## config.mk

```make
export PLATFORM = sky130hd
export DESIGN_NAME = cascade_irq_ctrl
export DESIGN_NICKNAME = d
export VERILOG_FILES = /design/src/rtl/cascade_irq_ctrl.sv
export SDC_FILE = /design/constraint.sdc
export NUM_CORES = 1
export LEC_CHECK = 0
export ABC_AREA = 1
export BUFFER_PORTS_ARGS = -buffer_cell sky130_fd_sc_hd__buf_2
export CAP_MARGIN = 20
export CELL_PAD_IN_SITES_DETAIL_PLACEMENT = 0
export CELL_PAD_IN_SITES_GLOBAL_PLACEMENT = 2
export CORE_UTILIZATION = 36
export CTS_BUF_LIST = sky130_fd_sc_hd__clkbuf_8
export DETAILED_ROUTE_END_ITERATION = 7
export GPL_TIMING_DRIVEN = 0
export PLACE_DENSITY = 0.9
export SYNTH_ARGS = -nofsm -noshare
export SYNTH_HDL_FRONTEND = slang
export SYNTH_SLANG_ARGS = --single-unit
```

## constraint.sdc

```tcl
create_clock -name clk -period 2.6 [get_ports clk]
set_clock_uncertainty 0.15 [all_clocks]
set_input_delay 0.26 -clock clk [delete_from_list [all_inputs] [get_ports clk]]
set_output_delay 0.26 -clock clk [all_outputs]
set_load 0.03 [all_outputs]
```

## src/rtl/cascade_irq_ctrl.sv

```systemverilog
module cascade_irq_ctrl #(
  parameter int          SYNC_STAGES = 2,
  parameter logic [31:0] PRI_EDGE    = 32'hF1CF_0000,
  parameter logic [31:0] SEC_EDGE    = 32'h1041_0000
) (
  input  logic        clk,
  input  logic        rst_n,
  input  logic [31:0] prim_req,
  input  logic [31:0] sec_req,
  input  logic [2:0]  reg_addr,
  input  logic        reg_wr,
  input  logic [31:0] reg_wdata,
  output logic [31:0] reg_rdata,
  output logic [5:0]  vec_num,
  output logic        vec_valid,
  output logic        cpu_irq
);
  localparam int          W         = 32;
  localparam logic [W-1:0] GRP_BITS  = 32'h0000_0070;
  localparam logic [W-1:0] SEC_AUDIO = 32'h0000_00FF;
  localparam logic [W-1:0] SEC_MISC  = 32'h0000_FF00;
  localparam logic [W-1:0] SEC_SPAR  = 32'hFFFF_0000;
  localparam logic [W-1:0] PRI_LEVEL = ~PRI_EDGE & ~GRP_BITS;
  localparam logic [W-1:0] SEC_LEVEL = ~SEC_EDGE;
  localparam logic [2:0] A_PMASK = 3'd0, A_SMASK = 3'd1, A_PCAP = 3'd2,
                         A_SCAP  = 3'd3, A_PSTAT = 3'd4, A_SSTAT = 3'd5;

  logic [SYNC_STAGES-1:0][W-1:0] p_sync, s_sync;
  logic [W-1:0] p_prev, s_prev, p_rise, s_rise;
  logic [W-1:0] p_mask, s_mask, p_cap, s_cap;
  logic [W-1:0] p_stat, s_stat, p_pend, s_pend;
  logic [2:0]   grp;

  function automatic logic [4:0] lowest(input logic [W-1:0] v);
    logic [4:0] r = '0;
    for (int i = W - 1; i >= 0; i--)
      if (v[i]) r = i[4:0];
    return r;
  endfunction

  always_ff @(posedge clk or negedge rst_n) begin
    if (!rst_n) begin
      p_sync <= '0;
      s_sync <= '0;
      p_prev <= '0;
      s_prev <= '0;
    end else begin
      p_sync[0] <= prim_req;
      s_sync[0] <= sec_req;
      for (int i = 1; i < SYNC_STAGES; i++) begin
        p_sync[i] <= p_sync[i-1];
        s_sync[i] <= s_sync[i-1];
      end
      p_prev <= p_sync[SYNC_STAGES-1];
      s_prev <= s_sync[SYNC_STAGES-1];
    end
  end

  assign p_rise = p_sync[SYNC_STAGES-1] & ~p_prev & PRI_EDGE;
  assign s_rise = s_sync[SYNC_STAGES-1] & ~s_prev & SEC_EDGE;

  always_ff @(posedge clk or negedge rst_n) begin
    if (!rst_n) begin
      p_mask <= '0;
      s_mask <= '0;
      p_cap  <= '0;
      s_cap  <= '0;
    end else begin
      if (reg_wr && reg_addr == A_PMASK) p_mask <= reg_wdata;
      if (reg_wr && reg_addr == A_SMASK) s_mask <= reg_wdata;
      p_cap <= (((reg_wr && reg_addr == A_PCAP) ? reg_wdata : p_cap) & PRI_EDGE) | p_rise;
      s_cap <= (((reg_wr && reg_addr == A_SCAP) ? reg_wdata : s_cap) & SEC_EDGE) | s_rise;
    end
  end

  assign s_stat = (s_sync[SYNC_STAGES-1] & SEC_LEVEL) | s_cap;
  assign s_pend = s_stat & s_mask;
  assign grp    = {|(s_pend & SEC_AUDIO), |(s_pend & SEC_MISC), |(s_pend & SEC_SPAR)};
  assign p_stat = (p_sync[SYNC_STAGES-1] & PRI_LEVEL) | p_cap | {25'd0, grp, 4'd0};
  assign p_pend = p_stat & p_mask;

  assign vec_valid = |p_pend;
  assign vec_num   = |(p_pend & GRP_BITS) ? {1'b1, lowest(s_pend)} : {1'b0, lowest(p_pend)};
  assign cpu_irq   = vec_valid;

  always_comb begin
    case (reg_addr)
      A_PMASK: reg_rdata = p_mask;
      A_SMASK: reg_rdata = s_mask;
      A_PCAP:  reg_rdata = p_cap;
      A_SCAP:  reg_rdata = s_cap;
      A_PSTAT: reg_rdata = p_stat;
      A_SSTAT: reg_rdata = s_stat;
      default: reg_rdata = '0;
    endcase
  end

  AST_CAP_HOLDS: assert property (@(posedge clk) disable iff (!rst_n)
    !(reg_wr && reg_addr == A_PCAP) |=> ((p_cap & $past(p_cap)) == $past(p_cap)));
  AST_EDGE_BEATS_CLEAR: assert property (@(posedge clk) disable iff (!rst_n)
    (s_rise != '0) |=> ((s_cap & $past(s_rise)) == $past(s_rise)));
  AST_PRI_WIN_UNMASKED: assert property (@(posedge clk) disable iff (!rst_n)
    (vec_valid && !vec_num[5]) |-> (p_mask[vec_num[4:0]] && p_stat[vec_num[4:0]]));
  AST_SEC_WIN_UNMASKED: assert property (@(posedge clk) disable iff (!rst_n)
    (vec_valid && vec_num[5]) |-> (s_mask[vec_num[4:0]] && s_stat[vec_num[4:0]]));
  AST_SEC_WIN_NEEDS_GROUP: assert property (@(posedge clk) disable iff (!rst_n)
    (vec_valid && vec_num[5]) |-> ((p_pend & GRP_BITS) != '0));
  AST_IDLE_NO_IRQ: assert property (@(posedge clk) disable iff (!rst_n)
    (p_mask == '0) |-> !cpu_irq);
endmodule

```

# After elaboration in Yosys (flattened, before gate mapping)
# Cells that the tools add are included.
totals:
  register_bits: 314
  latchBits: 0
  ram_bits: 0
  mem_bits_ro: 0
  mem_count: 0
op_classes:
  addsub: 0
  multipliers: 0
  div: 0
  magnitude_cmp: 0
  n_eq_ne: 5
  shifts: 0
  muxes: 68
  bitwise: 11
  n_reduce_logical: 10
op_table:
  columns: ["operator", "count"]
  rows:
  - ["two-way mux 5 bit", 64]
  - ["one-hot mux 32 bit (6 select lines)", 1]
  - ["AND 32 bit", 3]
  - ["two-way mux 32 bit", 1]
  - ["inverter 32 bit", 1]
  - ["bitwise OR 28 x 32 -> 32 bit", 1]
  - ["bitwise OR 32 x 29 -> 32 bit", 1]
  - ["bitwise OR 32 bit", 1]
  - ["bitwise OR 32 x 7 -> 32 bit", 1]
  - ["OR reduction 32 bit", 1]
  - ["AND 29 bit", 1]
  - ["two-way mux 29 bit", 1]
  - ["inverter 29 bit", 1]
  - ["bitwise OR 29 bit", 1]
  - ["OR reduction 16 bit", 1]
  - ["OR reduction 8 bit", 2]
  - ["equality test 3 x 2 -> 1 bit (second input constant)", 2]
  - ["equality test 3 bit (second input constant)", 2]
  - ["two-way mux 6 bit", 1]
  - ["logical AND 1 bit", 4]
  - ["equality test 3 x 1 -> 1 bit (second input constant)", 1]
  - ["zero test 3 bit", 1]
  - ["OR reduction 3 bit", 1]

# Longest topological paths before layout
logic_depth:
  depth_word: 38
  ltp_mapped: 34
  depth_no_buf: 34

# Worst setup path after synthesis
# No wires, ideal clock.
synth_timing:
  path_kind: "register to output"
  from: "register s_mask[23]"
  to: "output vec_valid"
  arrival_time_ns: 2.312
  required_time_ns: 2.190
  setup_slack_ns: -0.122
  stages_incl_launch_ff: 16
  path_buffers: 1
  cell_sequence: "dfrtp_1 > nand2_1 > nand2_1 > nor2_1 > nand2_1 > nor2_1 > nor2_2 > nor2_2 > inv_2 > nor2_2 > inv_2 > a21oi_4 > nand4_1 > nor2_1 > nand3_1 > buf_4"
synth_between:
  elab_chain_cells: 5
synth_rtl:
  columns: ["element", "line_no", "text"]
  rows:
  - ["start: declaration", "30", "logic [W-1:0] p_mask, s_mask, p_cap, s_cap;"]
  - ["start signal: assignment", "70", "if (reg_wr && reg_addr == A_SMASK) s_mask <= reg_wdata;"]
  - ["AND 32 bit", "77", "assign s_pend = s_stat & s_mask;"]
  - ["OR reduction 16 bit", "78", "assign grp = {|(s_pend & SEC_AUDIO), |(s_pend & SEC_MISC), |(s_pend & SEC_SPAR)};"]
  - ["bitwise OR 32 x 7 -> 32 bit", "79", "assign p_stat = (p_sync[SYNC_STAGES-1] & PRI_LEVEL) | p_cap | {25'd0, grp, 4'd0};"]
  - ["AND 32 bit", "80", "assign p_pend = p_stat & p_mask;"]
  - ["OR reduction 32 bit", "82", "assign vec_valid = |p_pend;"]
  - ["end: declaration", "15", "output logic vec_valid,"]
# Every way passes these cells.

# Worst setup path after layout
layout_timing:
  from: "register s_sync[63] in the netlist's numbering"
  to: "output vec_num[0]"
layout_between:
  elab_chain_cells: 35
layout_rtl:
  columns: ["element", "line_no", "text"]
  rows:
  - ["start: declaration", "28", "logic [SYNC_STAGES-1:0][W-1:0] p_sync, s_sync;"]
  - ["start signal: indexed assignment", "52", "s_sync[i] <= s_sync[i-1];"]
  - ["bitwise OR 32 x 29 -> 32 bit *", "76", "assign s_stat = (s_sync[SYNC_STAGES-1] & SEC_LEVEL) | s_cap;"]
  - ["AND 32 bit *", "77", null]
  - ["two-way mux 5 bit (32 in series)", "37", "if (v[i]) r = i[4:0];"]
  - ["two-way mux 6 bit *", "83", "assign vec_num = |(p_pend & GRP_BITS) ? {1'b1, lowest(s_pend)} : {1'b0, lowest(p_pend)};"]
  - ["end: declaration", "14", "output logic [5:0] vec_num,"]
# Mark *: on every way between the ends. The rest lies on a longest branch, timed or not.

==> results by group <==
Worst setup path
  – Path type of the worst setup path: reg -> out
  – Type of element capturing the critical path: output port
  – Endpoint arrival time on the critical path: 2910 ps
  – Maximum fanout along the worst path: 3
  – Worst endpoint required time: 2190 ps
  – Startpoint type of the worst setup path: flop

Floorplanning
  – Die span in x: 153 um
  – Vertical die dimension: 153 um
  – Core region area: 22000 um2
  – Boundary pin count: 142
  – Cell row count: 54
  – Initial Util: 37.1%
  – Floorplan die area: 23300 um2

Yosys
  – Synthesized-area fraction occupied by and/or/nand/nor cells: 21.8%
  – Main combinational cell family by area after synthesis: simple AND/OR/NAND/NOR gates
  – Complex-gate fraction of the synthesized area: 7.97%
  – Share of synthesized cell area in full adder, half adder and majority cells: 0%
  – Sequential fraction of the synthesis area: 65.6%
  – Multiplexer fraction of the synthesized cell area: 0%
  – Synth unique cells: 26
  – Cells after synthesis: 857
  – Post-synthesis cell area: 8170 um2
  – Number of synthesis warnings: 0
  – Flip-flop and latch count after synthesis: 214
  – Post-Synthesis Mean Instance Area: 9.53 um2
  – XOR/XNOR share of the synthesized area: 0%
  – Syn Nets: 959

Flow run
  – Max-cap violations: 0

GRT
  – Gr ovfl total: 0
  – Via count of the first global-routing pass: 7022
  – Largest net degree at the start of global routing: 109
  – Wire length of the first global-routing pass: 37200 um
  – Number of antenna violations at the first check in global routing: 0
  – Global Route Usage Sum: 20.8%

Finish
  – Post-route cell area: 11300 um2
  – Layout filler cell count: 2080
  – Nets: 1252
  – Number of diodes added for antenna fixing: 0
  – Share of layout cells above drive strength 1: 23.5%
  – Area Overhead vs Synth: 38.4%
  – Fin util: 51.3%
  – Post-layout instance count excluding filler cells: 1456

Route
  – Post-DRT Antenna Nets: 0
  – Routed WL: 23300 um
  – Detailed-router iteration count before antenna repair: 7
  – Via count: 6827
  – Number of DRC violations after detailed-routing iteration 0: 458
  – Drt via density: 4.69
  – Drc violations: 5
  – Routed length per instance: 16.0 um

Hold path
  – Worst hold path type: in -> reg

Power
  – Total power consumption of the routed design: 8720 uW
  – Power Density: 772 nW/um2
  – Peak supply drop: 0.000367 V
  – Cell leakage power: 0.00575 uW

Placement
  – Post-place setup slack: -458 ps
  – Placement Cell Area: 9260 um2
  – Number of instances in the placed design: 1276
  – Quantity of I/O buffers inserted on ports: 138
  – Weighted congestion at the end of routability-driven global placement: 0.815
  – Placed wire-length estimate after detailed placement: 15400 um

STA
  – Fmax achieved: 301 MHz
  – Post-layout minimum cycle time: 3320 ps
  – Number of endpoints with negative hold slack in the final report: 0
  – Slew margin rel.: 47.2%
  – RSZ-0062 raised after global routing: true
  – Endpoints failing setup: 9
  – Worst Max-Slew Pin Slew: 791 ps
  – Post-route worst setup slack: -719 ps
  – Number of max-slew violations in the final report: 0
  – Final clock period utilization by the worst path: 128%

Status
  – Violations in the final reports: DRC, setup timing
  – Run status: finished, violations left

Clocking
  – Max Root-Sink Buffers: 3
  – Clock transition at the register clock pins on the worst setup and hold paths after CTS: 60 ps
  – TritonCTS clock tree: done
  – Clock buffer count from CTS: 37
  – Root Buffer: clkbuf_8
  – CTS H-tree lvls: 2
  – Clock net sink count: 214
  – Insertion delay of the later-clocked pin in the worst-skew pair: 520 ps
final timing paths:
kind / end / cells past startpoint / start / slack (ps)
worst max register to register: s_cap[22] / 3 / s_cap[22] / 1620
worst min-delay path: p_cap[31] / 4 / reg_wr / 80
min in group asynchronous: p_sync[51] / 2 / rst_n / 200
worst min register to register: s_sync[61] / 0 / s_sync[29] / 190
worst max-delay path: vec_num[0] / 21 / s_sync[63] / -720
max in group asynchronous: s_sync[33] / 3 / rst_n / 1100
registers in the layout, indices dropped and copies added, names as in the netlist:
name    flops
s_sync     64
p_sync     58
s_cap       3
s_mask     32
p_prev     11
p_cap      11
p_mask     32
s_prev      3
routing by layer:
layer | share of wire [%] | routed length (um) | global-route usage (%)
met3 | 5.8 | 1350 | 4.41
met4 | 2.0 | 462 | 6.16
met5 | 0 | 0 | 0
met2 | 47 | 11100 | 34.2
met1 | 45 | 10400 | 27.5
kinds of logic after synthesis:
logic type	Yosys count
AOI/OAI and AO/OA	106
DFF	214
and+or+nand+nor	437
buffers and inverters	100
area by class of cell:
| type | count | area [um2] | area share (%) |
|---|---|---|---|
| Sequential cell | 214 | 5360 | 47.4 |
| Multi-Input combinational cell | 543 | 2580 | 22.8 |
| Timing Repair Buffer | 257 | 1910 | 16.9 |
| Clock buffer | 44 | 606 | 5.36 |
| Tap cell | 280 | 350 | 3.10 |
| Inverter | 76 | 285 | 2.52 |
| Clock inverter | 21 | 130 | 1.15 |
| Buffer | 21 | 90.1 | 0.797 |
power breakdown:
part           total [uW]  internal [uW]  switching, uW  leakage [uW]
clock network        3000           1650           1350      0.000421
registers            3870           3650            224       0.00252
logic                1850            748           1100       0.00281
critical path, cell delays in order, from the launching register on:
cell and delay [ps]:
dfrtp_1 430, buf_6 140, nand2_1 60, nand2_2 80, nor2_4 130, nand2_2 80, nor2_4 100, nor2_2 50
buf_4 130, buf_4 120, buf_4 120, buf_4 120, buf_4 120, buf_4 120, inv_1 80, nand2_1 90
nand2_1 60, nand2_1 40, nand2_1 50, nand2_1 50, nand2_1 80, buf_6 140
per-stage QoR:
| stage | hold slack (ps) | setup TNS, ps |
|---|---|---|
| finish | 83.3 | -4600 |
| global route | 88.6 | -6230 |
| CTS | 62.7 | -4480 |
| detailed placement | 185 | -5730 |
| global placement | 183 | -527140 |
| floorplan | -186 | -18.3 |
cell usage after synthesis:
cell	number	area share (%)
a22oi_1	8	0.74
nor4_1	1	0.077
nand2_2	6	0.46
a31oi_1	3	0.23
o221ai_1	16	1.7
o21ai_0	1	0.061
o32ai_1	2	0.21
nor2_1	37	1.7
dfrtp_1	214	66
nor2_2	5	0.38
inv_1	67	3.1
buf_1	1	0.046
o21ai_1	66	4.0
o2111ai_1	2	0.21
a21oi_1	3	0.18
nand3_1	10	0.61
inv_2	9	0.41
nand4_1	23	1.8
nand2_4	5	0.69
o31ai_1	3	0.28
o211ai_1	1	0.092
nand2_1	348	16
buf_4	1	0.092
clkbuf_1	22	1.0
nor3_1	2	0.12
a21oi_4	1	0.20
cells in the final DEF (no fill, tap or decap), types with 9 or more instances in the layout:
master / instances
buf_4: 24
inv_1: 79
buf_6: 10
dfrtp_1: 214
clkbuf_8: 44
nand4_1: 23
nand2_2: 22
dlygate4sd3_1: 94
o21ai_1: 65
nand2_1: 332
clkbuf_1: 17
buf_2: 128
inv_2: 9
nor2_1: 30
o221ai_1: 15
repair_timing:
item,in CTS,in global routing
cloned,0,0
hold buffers,94,0
hold endpoints to repair,245,0
setup endpoints to repair,24,21
pin swaps,22,12
gates resized for setup,42,17
buffers inserted,20,4
Power figures use the tool's default switching activity.
